File: src/rtl/vtg_pkg.sv
package vtg_pkg;
  localparam int TW = 12;   // counter and timing field width
  localparam int AW = 4;    // write address width
  localparam int NF = 2;    // fields per interlaced frame

  typedef logic [TW-1:0] cnt_t;

  typedef enum logic [AW-1:0] {
    A_CTRL      = 4'd0,
    A_LINE_TOT  = 4'd1,
    A_HACT_BEG  = 4'd2,
    A_HSYNC_BEG = 4'd3,
    A_HSYNC_END = 4'd4,
    A_VACT0_BEG = 4'd5,
    A_VACT0_END = 4'd6,
    A_VSYN0_BEG = 4'd7,
    A_VSYN0_END = 4'd8,
    A_VACT1_BEG = 4'd9,
    A_VACT1_END = 4'd10,
    A_VSYN1_BEG = 4'd11,
    A_VSYN1_END = 4'd12,
    A_VSYN_OFF  = 4'd13
  } reg_addr_e;

  typedef struct packed {
    logic intl;
    logic hPol;
    logic vPol;
    cnt_t hActEnd;
    cnt_t hActBeg;
    cnt_t hSyncBeg;
    cnt_t hSyncEnd;
    cnt_t vAct0Beg;
    cnt_t vAct0End;
    cnt_t vSync0Beg;
    cnt_t vSync0End;
    cnt_t vAct1Beg;
    cnt_t vAct1End;
    cnt_t vSync1Beg;
    cnt_t vSync1End;
    cnt_t vSyncOff;
  } timing_t;

  typedef struct packed {
    logic run;       // counters advance, outputs live
    logic lineWrap;  // column returns to 0 at this edge
    logic frameWrap; // line returns to 0 at this edge
    logic load;      // working timing takes the shadow value
  } strobe_t;
endpackage

File: src/rtl/vtg_regs.sv
module vtg_regs
  import vtg_pkg::*;
(
  input  logic          clk,
  input  logic          rstN,
  input  logic          wrEn,
  input  logic [AW-1:0] wrAddr,
  input  cnt_t          wrData,
  input  logic          load,
  output logic          enLive,
  output timing_t       wkCfg
);
  timing_t shCfg;
  timing_t shNext;
  logic    enNext;

  always_comb begin
    shNext = shCfg;
    enNext = enLive;
    if (wrEn) begin
      case (wrAddr)
        A_CTRL: begin
          enNext      = wrData[0];
          shNext.intl = wrData[1];
          shNext.hPol = wrData[2];
          shNext.vPol = wrData[3];
        end
        A_LINE_TOT:  shNext.hActEnd   = wrData;
        A_HACT_BEG:  shNext.hActBeg   = wrData;
        A_HSYNC_BEG: shNext.hSyncBeg  = wrData;
        A_HSYNC_END: shNext.hSyncEnd  = wrData;
        A_VACT0_BEG: shNext.vAct0Beg  = wrData;
        A_VACT0_END: shNext.vAct0End  = wrData;
        A_VSYN0_BEG: shNext.vSync0Beg = wrData;
        A_VSYN0_END: shNext.vSync0End = wrData;
        A_VACT1_BEG: shNext.vAct1Beg  = wrData;
        A_VACT1_END: shNext.vAct1End  = wrData;
        A_VSYN1_BEG: shNext.vSync1Beg = wrData;
        A_VSYN1_END: shNext.vSync1End = wrData;
        A_VSYN_OFF:  shNext.vSyncOff  = wrData;
        default: ;
      endcase
    end
  end

  // The shadow always takes writes. The working copy takes the shadow,
  // including a write in the same cycle, only on the load strobe.
  always_ff @(posedge clk) begin
    if (!rstN) begin
      shCfg  <= '0;
      wkCfg  <= '0;
      enLive <= 1'b0;
    end else begin
      shCfg  <= shNext;
      enLive <= enNext;
      if (load) wkCfg <= shNext;
    end
  end
endmodule

File: src/rtl/vtg_ctrl.sv
module vtg_ctrl
  import vtg_pkg::*;
(
  input  logic    enLive,
  input  logic    lineLast,
  input  logic    frameLast,
  output strobe_t st
);
  always_comb begin
    st.run       = enLive;
    st.lineWrap  = enLive && lineLast;
    st.frameWrap = enLive && frameLast;
    // stopped: timing follows the shadow; running: swap only at frame end
    st.load      = !enLive || frameLast;
  end
endmodule

File: src/rtl/vtg_datapath.sv
module vtg_datapath
  import vtg_pkg::*;
(
  input  logic    clk,
  input  logic    rstN,
  input  timing_t wk,
  input  strobe_t st,
  output logic    lineLast,
  output logic    frameLast,
  output cnt_t    xPos,
  output cnt_t    yPos,
  output logic    hSync,
  output logic    vSync,
  output logic    de,
  output logic    field
);
  cnt_t hCnt;
  cnt_t vCnt;
  cnt_t hLastIdx;
  cnt_t vTotal;
  cnt_t vLastIdx;

  // (line, pixel) position is at or beyond (lineRef, pixRef)
  function automatic logic atOrAfter(cnt_t v, cnt_t h, cnt_t lineRef, cnt_t pixRef);
    return (v > lineRef) || ((v == lineRef) && (h >= pixRef));
  endfunction

  assign hLastIdx  = wk.hActEnd - cnt_t'(1);
  assign vTotal    = wk.intl ? wk.vAct1End : wk.vAct0End;
  assign vLastIdx  = vTotal - cnt_t'(1);
  assign lineLast  = hCnt >= hLastIdx;
  assign frameLast = lineLast && (vCnt >= vLastIdx);

  always_ff @(posedge clk) begin
    if (!rstN || !st.run) begin
      hCnt <= '0;
      vCnt <= '0;
    end else if (st.lineWrap) begin
      hCnt <= '0;
      vCnt <= st.frameWrap ? '0 : vCnt + cnt_t'(1);
    end else begin
      hCnt <= hCnt + cnt_t'(1);
    end
  end

  // per-field vertical windows
  cnt_t fActBeg  [NF];
  cnt_t fActEnd  [NF];
  cnt_t fSyncBeg [NF];
  cnt_t fSyncEnd [NF];
  cnt_t fEdgePix [NF];
  logic fOn      [NF];
  logic fAct     [NF];
  logic fSync    [NF];

  always_comb begin
    fActBeg[0]  = wk.vAct0Beg;   fActEnd[0]  = wk.vAct0End;
    fSyncBeg[0] = wk.vSync0Beg;  fSyncEnd[0] = wk.vSync0End;
    fEdgePix[0] = wk.hSyncBeg;   fOn[0]      = 1'b1;
    fActBeg[1]  = wk.vAct1Beg;   fActEnd[1]  = wk.vAct1End;
    fSyncBeg[1] = wk.vSync1Beg;  fSyncEnd[1] = wk.vSync1End;
    fEdgePix[1] = wk.hSyncBeg + wk.vSyncOff;
    fOn[1]      = wk.intl;
  end

  for (genvar f = 0; f < NF; f++) begin : g_field
    assign fAct[f]  = fOn[f] && (vCnt >= fActBeg[f]) && (vCnt < fActEnd[f]);
    assign fSync[f] = fOn[f] && atOrAfter(vCnt, hCnt, fSyncBeg[f], fEdgePix[f])
                             && !atOrAfter(vCnt, hCnt, fSyncEnd[f], fEdgePix[f]);
  end

  logic vActAny;
  logic vSyncAny;
  always_comb begin
    vActAny  = 1'b0;
    vSyncAny = 1'b0;
    for (int f = 0; f < NF; f++) begin
      vActAny  = vActAny  | fAct[f];
      vSyncAny = vSyncAny | fSync[f];
    end
  end

  logic hActive;
  logic hPulse;
  logic botField;
  assign hActive  = (hCnt >= wk.hActBeg) && (hCnt < wk.hActEnd);
  assign hPulse   = (hCnt >= wk.hSyncBeg) && (hCnt < wk.hSyncEnd);
  assign botField = wk.intl && ((vCnt >= wk.vAct0End) || (vCnt < wk.vSync0Beg));

  assign hSync = (st.run && hPulse) ^ wk.hPol;
  assign vSync = (st.run && vSyncAny) ^ wk.vPol;
  assign de    = st.run && hActive && vActAny;
  assign field = st.run && botField;
  assign xPos  = hCnt;
  assign yPos  = vCnt;
endmodule

File: src/rtl/vtg_top.sv
module vtg_top
  import vtg_pkg::*;
(
  input  logic          clk,
  input  logic          rstN,
  input  logic          wrEn,
  input  logic [AW-1:0] wrAddr,
  input  logic [TW-1:0] wrData,
  output logic          hSync,
  output logic          vSync,
  output logic          de,
  output logic          field,
  output logic [TW-1:0] xPos,
  output logic [TW-1:0] yPos
);
  logic    enLive;
  timing_t wkCfg;
  strobe_t st;
  logic    lineLast;
  logic    frameLast;

  vtg_regs i_regs (
    .clk(clk), .rstN(rstN), .wrEn(wrEn), .wrAddr(wrAddr), .wrData(wrData),
    .load(st.load), .enLive(enLive), .wkCfg(wkCfg)
  );

  vtg_ctrl i_ctrl (
    .enLive(enLive), .lineLast(lineLast), .frameLast(frameLast), .st(st)
  );

  vtg_datapath i_dp (
    .clk(clk), .rstN(rstN), .wk(wkCfg), .st(st),
    .lineLast(lineLast), .frameLast(frameLast),
    .xPos(xPos), .yPos(yPos), .hSync(hSync), .vSync(vSync),
    .de(de), .field(field)
  );
endmodule

File: config.mk
export PLATFORM = sky130hd
export DESIGN_NAME = vtg_top
export DESIGN_NICKNAME = d
export VERILOG_FILES = /design/src/rtl/vtg_pkg.sv /design/src/rtl/vtg_regs.sv /design/src/rtl/vtg_ctrl.sv /design/src/rtl/vtg_datapath.sv /design/src/rtl/vtg_top.sv
export SDC_FILE = /design/constraint.sdc
export NUM_CORES = 1
export LEC_CHECK = 0
export BUFFER_PORTS_ARGS = -buffer_cell sky130_fd_sc_hd__buf_2
export CORE_UTILIZATION = 61
export DETAILED_ROUTE_END_ITERATION = 12
export GPL_TIMING_DRIVEN = 0
export HOLD_SLACK_MARGIN = 0.05
export PLACE_DENSITY_LB_ADDON = 0.1
export RECOVER_POWER = 25
export SKIP_CTS_REPAIR_TIMING = 1
export SYNTH_ARGS = -nofsm -noshare
export SYNTH_HDL_FRONTEND = slang
export SYNTH_SLANG_ARGS = --single-unit
File: constraint.sdc
create_clock -name clk -period 12.4 [get_ports clk]
set_input_delay 0.62 -clock clk [delete_from_list [all_inputs] [get_ports clk]]
set_output_delay 0.62 -clock clk [all_outputs]
set_load 0.01 [all_outputs]
# [After elaboration in Yosys (flattened, before gate mapping)]
# Cells that the tools add are included.
[op_classes] add_sub_neg=5 multipliers=0 div_mod_pow=0 magnitude_cmp=17 eq_ne=17 n_shift=0 n_mux=17 bitwise=4 n_reduce_logical=35
[op_table] operator="two-way mux 12 bit" n=15
[op_table] operator="two-way mux 159 bit" n=1
[op_table] operator=">= comparator 12 bit" n=8
[op_table] operator="< comparator 12 bit" n=5
[op_table] operator="equality test 12 bit" n=4
[op_table] operator="greater-than comparator 12 bit" n=4
[op_table] operator="adder 12 x 1 -> 12 bit (second input constant)" n=2
[op_table] operator="equality test 4 bit (second input constant)" n=6
[op_table] operator="subtractor 12 x 1 -> 12 bit (second input constant)" n=2
[op_table] operator="logical AND 1 bit" n=21
[op_table] operator="equality test 4 x 3 -> 1 bit (second input constant)" n=4
[op_table] operator="adder 12 bit" n=1
[op_table] operator="equality test 4 x 2 -> 1 bit (second input constant)" n=2
[op_table] operator="logical OR 1 bit" n=7
[op_table] operator="equality test 4 x 1 -> 1 bit (second input constant)" n=1
[op_table] operator="logical NOT 1 bit" n=4
[op_table] operator="logical NOT 4 bit" n=1
[op_table] operator="two-way mux 3 bit" n=1
[op_table] operator="OR 1 bit" n=2
[op_table] operator="AND reduction 2 bit" n=1
[op_table] operator="OR reduction 2 bit" n=1
[op_table] operator="bitwise XOR 1 bit" n=2
[word_totals] register_bits=343 latch_bits=0 ramBits=0 rom_bits=0 inputBits=19 mem_count=0

# [Longest topological paths before layout]
# Gate-level depths: netlist of run 1.
[logic_depth] depth_word=9 mapped_depth=20

# [Hierarchy]
# A second synthesis of run 1 with hierarchy kept.
[hier_totals] cells_unflattened=2111 area_unflattened_um2=17715.7
[by_module_without_submodules] module="vtg_regs" instances=1 cells_per_inst=1299 area_each_um2=11426.0 seq_area_each_um2=6386.1
[by_module_without_submodules] module="vtg_datapath" instances=1 cells_per_inst=808 area_each_um2=6263.5 seq_area_each_um2=480.5
[by_module_without_submodules] module="vtg_ctrl" instances=1 cells_per_inst=4 area_each_um2=26.3 seq_area_each_um2=0.0

# [Worst setup path before layout of run 1]
# No wires, ideal clock.
[synth_path] path_type="flip-flop to flip-flop" startpoint="register i_regs.wkCfg[158] (netlist name)" endpoint="register i_regs.wkCfg[60] (netlist name)" setup_ns=0.058 t_arrival_ns=4.101 required_ns=12.342 slack_ns=8.241 path_stages_with_launch=20 cell_sequence="dfxtp_1 > clkbuf_1 > clkbuf_1 > clkbuf_1 > buf_2 > mux2i_1 > ha_1 > o21ai_0 > o21bai_1 > nor2_1 > o21ai_0 > xnor2_1 > ha_1 > nand4_1 > a21oi_1 > a221oi_4 > o31ai_2 > clkbuf_1 > buf_2 > o22a_1"
[synth_via] elab_chain_cells=5
[synth_lines] element="two-way mux 12 bit" line_no="vtg_datapath.sv:29" source="assign vTotal = wk.intl ? wk.vAct1End : wk.vAct0End;"
[synth_lines] element="subtractor 12 x 1 -> 12 bit" line_no="vtg_datapath.sv:30" source="assign vLastIdx = vTotal - cnt_t'(1);"
[synth_lines] element=">= comparator 12 bit" line_no="vtg_datapath.sv:32" source="assign frameLast = lineLast && (vCnt >= vLastIdx);"
[synth_lines] element="logical AND 1 bit" line_no="vtg_datapath.sv:32"
[synth_lines] element="logical OR 1 bit" line_no="vtg_ctrl.sv:14" source="st.load = !enLive || frameLast;"
# Every way passes these cells.
# A chain may end at the register's enable or synchronous reset.

# [Worst setup path after layout of run 1]
[layout_path] startpoint="register i_regs.wkCfg[158] (netlist name)" endpoint="register i_regs.wkCfg[86] (netlist name)"
[layout_via] elab_chain_cells=5
[layout_lines] element="two-way mux 12 bit" line_no="vtg_datapath.sv:29"
[layout_lines] element="subtractor 12 x 1 -> 12 bit" line_no="vtg_datapath.sv:30"
[layout_lines] element=">= comparator 12 bit" line_no="vtg_datapath.sv:32"
[layout_lines] element="logical AND 1 bit" line_no="vtg_datapath.sv:32"
[layout_lines] element="logical OR 1 bit" line_no="vtg_ctrl.sv:14"
# Every way passes these cells.

==> results of run 1 <==
sequential cells by signal, summed over array words and instances (netlist names):
| signal | cells |
|---|---|
| i_regs.wkCfg | 159 |
| i_regs.shCfg | 159 |
| i_dp.xPos | 12 |
| i_dp.yPos | 12 |
| i_regs.enLive | 1 |
layer usage:
layer | wire length, µm | track usage (%)
met2 | 21620 | 54.29
met3 | 2562 | 4.835
met5 | 0 | 0
met4 | 1795 | 12.66
met1 | 20880 | 42.32
critical path, stage by stage (launching register included):
cell and delay [ns]:
dfxtp_1 0.32, clkbuf_1 0.24, clkbuf_1 0.38, clkbuf_1 0.47, buf_2 0.39, mux2i_1 0.24, ha_1 0.20, o21ai_0 0.15
o21bai_1 0.22, nor2_1 0.20, o21ai_0 0.14, xnor2_1 0.15, ha_1 0.29, nand4_1 0.11, a21oi_1 0.24, a221oi_4 0.16
o31ai_2 0.41, clkbuf_1 0.62, buf_2 0.40, o22a_1 0.17
power groups by stage:
stage	combinational (µW)	clock [µW]	sequential, µW
floorplan	103	0	1150
global placement	148	0	1150
detailed placement	151	0	1150
CTS	152	1080	1130
global route	166	1130	1130
finish	153	1070	1130
cells in the mapped netlist, types with 3 or more instances:
master     number
a211oi_1       14
a21boi_0       37
a21o_1         43
a21oi_1        50
a221oi_1        3
a31oi_1         6
and2_1          3
and3_1         16
buf_2          28
buf_4          13
clkbuf_1       55
dfxtp_1       343
ha_1          193
inv_1         155
mux2i_1       139
nand2_1       112
nand2b_1       13
nand3_1        22
nand4_1        25
nor2_1         51
nor2b_1       133
nor3_1         27
nor4_1          4
o2111ai_1       6
o211ai_1       15
o21a_1          3
o21ai_0        26
o21bai_1        5
o22a_1        158
o22ai_1         3
o31ai_1         3
o41ai_1        10
or3_1           6
xnor2_1        23
xor2_1         17
logic make-up after synthesis:
logic type,Yosys count,synth area share [%]
compound gates,401,17.71
fa+ha+maj,194,13.99
buf+inv,253,5.983
simple gates,427,12.84
xor+xnor,40,2.014
flops,343,39.47
mux,139,7.997
area by class of cell:
class                           instances  share of cell area, %
Clock inverter                         13                 0.4223
Buffer                                 98                  2.358
Clock buffer                           54                  5.723
Inverter                              155                  3.021
Multi-Input combinational cell       1201                  49.28
Sequential cell                       343                  35.65
Timing Repair Buffer                   43                  1.078
Tap cell                              378                  2.456
Antenna cell                            1                0.01299
metrics by stage:
step / hold slack (ns) / cells
after floorplan: 0.4547 / 1797
after global placement: 0.4634 / 2218
after detailed placement: 0.4702 / 2218
after CTS: 0.4516 / 2285
after global routing: 0.4528 / 2285
final: 0.4683 / 2286
worst paths after layout:
check | start | end | slack [ns] | depth (start not counted)
max | i_regs.wkCfg[158]$_SDFFE_PN0P_ | i_regs.wkCfg[86]$_SDFFE_PN0P_ | 6.83 | 19
min | wrData[9] | i_regs.shCfg[21]$_SDFF_PN0_ | 0.47 | 3
max reg2reg | i_regs.wkCfg[158]$_SDFFE_PN0P_ | i_regs.wkCfg[86]$_SDFFE_PN0P_ | 6.83 | 19
min reg2reg | i_regs.wkCfg[77]$_SDFFE_PN0P_ | i_regs.wkCfg[77]$_SDFFE_PN0P_ | 0.48 | 1
==> results_dict.tcl, run 1 <==
set metrics [dict create \
    clkSinkCount 343 \
    synth_area_leader_cell "dfxtp_1" \
    h-tree-depth 2 \
    cap_viol_max_count 0 \
    crit_path_end_kind "flop" \
    synth.avg_cell_area_um2 9.682 \
    dp_hpwl_mm 33.08 \
    dpl_cell_area_um2 18090 \
    syn_nets 2010 \
    arrival_ns 6.03 \
    path_class "flop to flop" \
    status "finished, final reports clean" \
    max_freq_mhz 179.7 \
    switching_power_uw 555.7 \
    grt_first_pass_wirelength_mm 71.96 \
    fin_worst_skew_ns 0.01861 \
    fillers 2282 \
    synth_area_um2 17400 \
    p_int_uw 1800 \
    layout_min_cycle_time_ns 5.566 \
    min_path_type "input pin to flop" \
    portBuffers 43 \
    die_x_um 170.9 \
    rows 61 \
    synthArstFlopShare_pct 0 \
    p_leak_uw 0.007962 \
    setup_viol 0 \
    start_util_pct 62.28 \
    multi_input_area_um2 9490 \
    clkLatencyLatePin_ns 0.54 \
    cts_made_buffers 38 \
    clkTransAtPathRegs_ns 0.06 \
    root_buffer "clkbuf_16" \
    synth.distinct_cells 65 \
    switching_share_pct 23.59 \
    fin_crit_sh_pct 44.88 \
    tightest_slew_ns 1.322 \
    mostFrequentLayoutCells "dfxtp_1, ha_1, o22a_1" \
    grt_antenna_before_repair 1 \
    vias 13630 \
    synth-seq-cells 343 \
    netlist_instances 1797 \
    cts_tree "done" \
    firstDrtPassIters 5 \
    final_common_cell "dfxtp_1" \
    grt_max_degree 16 \
    syn_to_final_growth_pct 10.70 \
    drc 0 \
    slew_viol_final 0 \
    fin_nets 2093 \
    grt_pass1_vias 13010 \
    place.gp.congestion 0.9318 \
    ff_latch_area_um2 6867 \
    synth_area_leaders "dfxtp_1, ha_1, mux2i_1" \
    pwr_density_cell_nw_per_um2 122.3 \
    design_area_um2 19260 \
    slew_headroom_pct 11.85 \
    grt_remaining_overflow 0 \
    power_frac_seq_pct 47.9 \
    cp_max_fo 10 \
    cp.required_ns 12.87 \
    combPwrFrac_pct 6.5 \
    wl_mm 46.86 \
    synth_flop_cell "dfxtp_1" \
    final_core_util_pct 68.95 \
    die-area_um2 29200 \
    io-pin-count 47 \
    p_total_uw 2355 \
    yosysTopAreaCellShare_pct 39.47 \
    die_h_um 170.9 \
    hold_viol 0 \
    wl_per_cell_um 20.50 \
    cts_buffer_depth 3 \
    yosysSeqAreaShare_pct 39.47 \
    pwr-share-clk_pct 45.6 \
    synth_warnings 0 \
    startpoint_type "flop" \
    post-place-ws_ns 6.940 \
    vdd_drop_max_mv 0.1225 \
    drive_above_1_share_pct 7.446 \
    tns_ns 0 \
    drt_iter0_drc 1006 \
    grt_usage_pct 32.54 \
    grt_setup_unrepaired "no" \
    synth_edf_count 0 \
    via_per_inst 5.961 \
    coreArea_um2 27930 \
    setup_ws_ns 6.834 \
    ant_nets 0 \
]
Note: power is estimated with default switching activity, not from simulation.
==> inputs of run 2 (changes only) <==
Settings changed: ABC_AREA set to 1, CORE_UTILIZATION 61 to 57.
Clock period 12.4 ns to 4.9 ns, I/O delays scaled along.
==> run 2 against run 1 <==
  * Synthesized cell count up 45%
  * Non-clock buffer count up 26
  * Critical path depth down 1
  * Sequential power rose to 2.5 times the previous value
  * Critical path type unchanged
  * Critical endpoint is now i_regs.wkCfg[84]$_SDFFE_PN0P_
  * Largest cell class unchanged
  * Highest routed layer unchanged
==> results_dict.tcl, run 2 <==
set metrics [dict create \
    status "finished, final reports clean" \
    cp_cell_sequence "o21ai_0 -> inv_1 -> nor2_2 -> nand3_1 -> nor2_1 -> nand2_1 -> nor3_2 -> xor2_1 -> ha_1 -> a21oi_1 -> nor2_1 -> a211oi_1 -> nand4_1 -> nand2_2 -> clkbuf_1 -> nand3b_1 -> nand2_1 -> inv_1" \
    die_x_um 182 \
    yosysTopAreaCellShare_pct 37.18 \
    grt_antenna_before_repair 2 \
    wl_per_cell_um 17.18 \
    rows 65 \
    setup_ws_ns 0.8428 \
    tns_ns 0 \
    path_class "flop to flop" \
    synth_area_um2 18470 \
    post-place-ws_ns 0.9115 \
    clkLatencyLatePin_ns 0.53 \
    synth_area_leader_cell "dfxtp_1" \
    cts_made_buffers 38 \
    yosysMostFrequentCell "nand2_1" \
    grt_setup_unrepaired "no" \
    cts_tree "done" \
    met2_usage_pct 53.04 \
    wl_mm 53.50 \
    dpl_cell_area_um2 19200 \
    syn_nets 2817 \
    grt_usage_pct 32.43 \
    cpPeakStageDelay_ns 0.73 \
    synthArstFlopShare_pct 0 \
    fin_worst_skew_ns 0.01785 \
    max_freq_mhz 246.5 \
    startpoint_type "flop" \
    grt_remaining_overflow 0 \
    place.gp.congestion 0.8994 \
    hold_viol 0 \
    root_buffer "clkbuf_16" \
    synth_warnings 0 \
    synth_flop_cell "dfxtp_1" \
    yosysSeqAreaShare_pct 37.18 \
    slew_headroom_pct 26.15 \
    synth-seq-cells 343 \
    p_leak_uw 0.01055 \
    grt_pass1_vias 15920 \
    coreArea_um2 31720 \
    syn_to_final_growth_pct 10.61 \
    crit_path_end_kind "flop" \
    fin_cells 3114 \
    drive_above_1_share_pct 5.347 \
    synthTopCellsByCount "nand2_1, inv_1, dfxtp_1, nor2_1, o21ai_0" \
    cp.required_ns 5.31 \
    mostFrequentLayoutCells "nand2_1, inv_1, dfxtp_1" \
    slew_viol_final 0 \
    grtUsageMet1_pct 44.49 \
    via_per_inst 5.522 \
    grt_first_pass_wirelength_mm 83.68 \
    clkTransAtPathRegs_ns 0.06 \
    pwr_density_cell_nw_per_um2 309.9 \
    design_area_um2 20430 \
    grt_max_degree 15 \
    portBuffers 46 \
    drt_iter0_drc 1555 \
    use_met3_pct 3.851 \
    setup_viol 0 \
    ant_nets 0 \
    netlist_instances 2604 \
    firstDrtPassIters 5 \
    h-tree-depth 2 \
    dp_hpwl_mm 38.68 \
    fin_nets 2903 \
    fin_crit_sh_pct 82.80 \
    cap_viol_max_count 0 \
    fillers 2896 \
    vias 17200 \
    synth.distinct_cells 42 \
    busiest_layer "met2" \
    layout_min_cycle_time_ns 4.057 \
    n_antenna_cell 0 \
    slowest_stage "clkbuf_1" \
    start_util_pct 58.22 \
    die-area_um2 33120 \
    arrival_ns 4.47 \
    io-pin-count 47 \
    dp_cells 3052 \
    drc 0 \
    vdd_drop_max_mv 0.2421 \
    final_common_cell "nand2_1" \
    tightest_slew_ns 1.108 \
    clkSinkCount 343 \
    synth_area_leaders "dfxtp_1, ha_1, nand2_1" \
    synth.avg_cell_area_um2 7.092 \
    top_regs "i_regs.shCfg (159), i_regs.wkCfg (159)" \
    cts_buffer_depth 3 \
    synth_edf_count 0 \
    cp_max_fo 10 \
    die_h_um 182 \
    min_path_type "input pin to flop" \
]
## run 2: final cells by class
class	count	area, µm²	area share [%]
multi-input combinational	1706	9415	46.09
sequential	343	6867	33.62
inverter	434	1629	7.975
clock buffer	53	1129	5.525
buffer	121	531.8	2.603
tap	402	503.0	2.462
timing repair buffer	46	226.5	1.109
clock inverter	9	126.4	0.6186
## run 2: worst max-delay path, delay by kind of cell, from the launching register on
kind | cells | cell delay [ns]
flops | 1 | 0.35
compound gates | 3 | 0.70
xor+xnor | 1 | 0.21
buf+inv | 3 | 0.88
fa+ha+maj | 1 | 0.28
simple gates | 10 | 1.53
## run 2: worst paths after layout
| kind | start | to | slack, ns | cells after the start |
|---|---|---|---|---|
| setup / recovery | i_regs.wkCfg[158]$_SDFFE_PN0P_ | i_regs.wkCfg[84]$_SDFFE_PN0P_ | 0.84 | 18 |
| hold / removal | wrData[3] | i_regs.shCfg[156]$_SDFF_PN0_ | 0.07 | 3 |
| setup reg to reg | i_regs.wkCfg[158]$_SDFFE_PN0P_ | i_regs.wkCfg[84]$_SDFFE_PN0P_ | 0.84 | 18 |
| hold reg to reg | i_regs.wkCfg[33]$_SDFFE_PN0P_ | i_regs.wkCfg[33]$_SDFFE_PN0P_ | 0.46 | 2 |
## run 2: through the flow
| step | utilization [%] | total power, µW | hold WS, ns |
|---|---|---|---|
| floorplan | - | 3313 | 0.4028 |
| global placement | 60.54 | 3464 | 0.4458 |
| detailed placement | 60.54 | 3482 | 0.4455 |
| CTS | 64.49 | 6344 | 0.04524 |
| global route | 64.40 | 6545 | 0.08145 |
| finish | 64.40 | 6330 | 0.06972 |
## run 2: kinds of logic after synthesis
group | count (synthesis) | share of synthesized area (%)
buffers and inverters | 555 | 11.77
XOR/XNOR | 37 | 1.755
multiplexers | 9 | 0.4878
AO/OA/AOI/OAI | 466 | 12.96
adder cells (fa/ha/maj) | 194 | 13.18
AND/OR/NAND/NOR | 1000 | 22.66
flip-flops | 343 | 37.18
## run 2: power by group
group	switching [µW]	internal, µW	total, µW
combinational	381	176	556
clock	1140	1750	2900
sequential	25.4	2850	2880
total	1550	4780	6330
## run 2: per-layer routing
layer,up-vias,wire length [µm],share of wire (%)
met4,0,1533,2.9
met5,-,0,0
met3,111,4011,7.5
li1,8447,-,-
met1,8028,24130,45
met2,611,23830,45
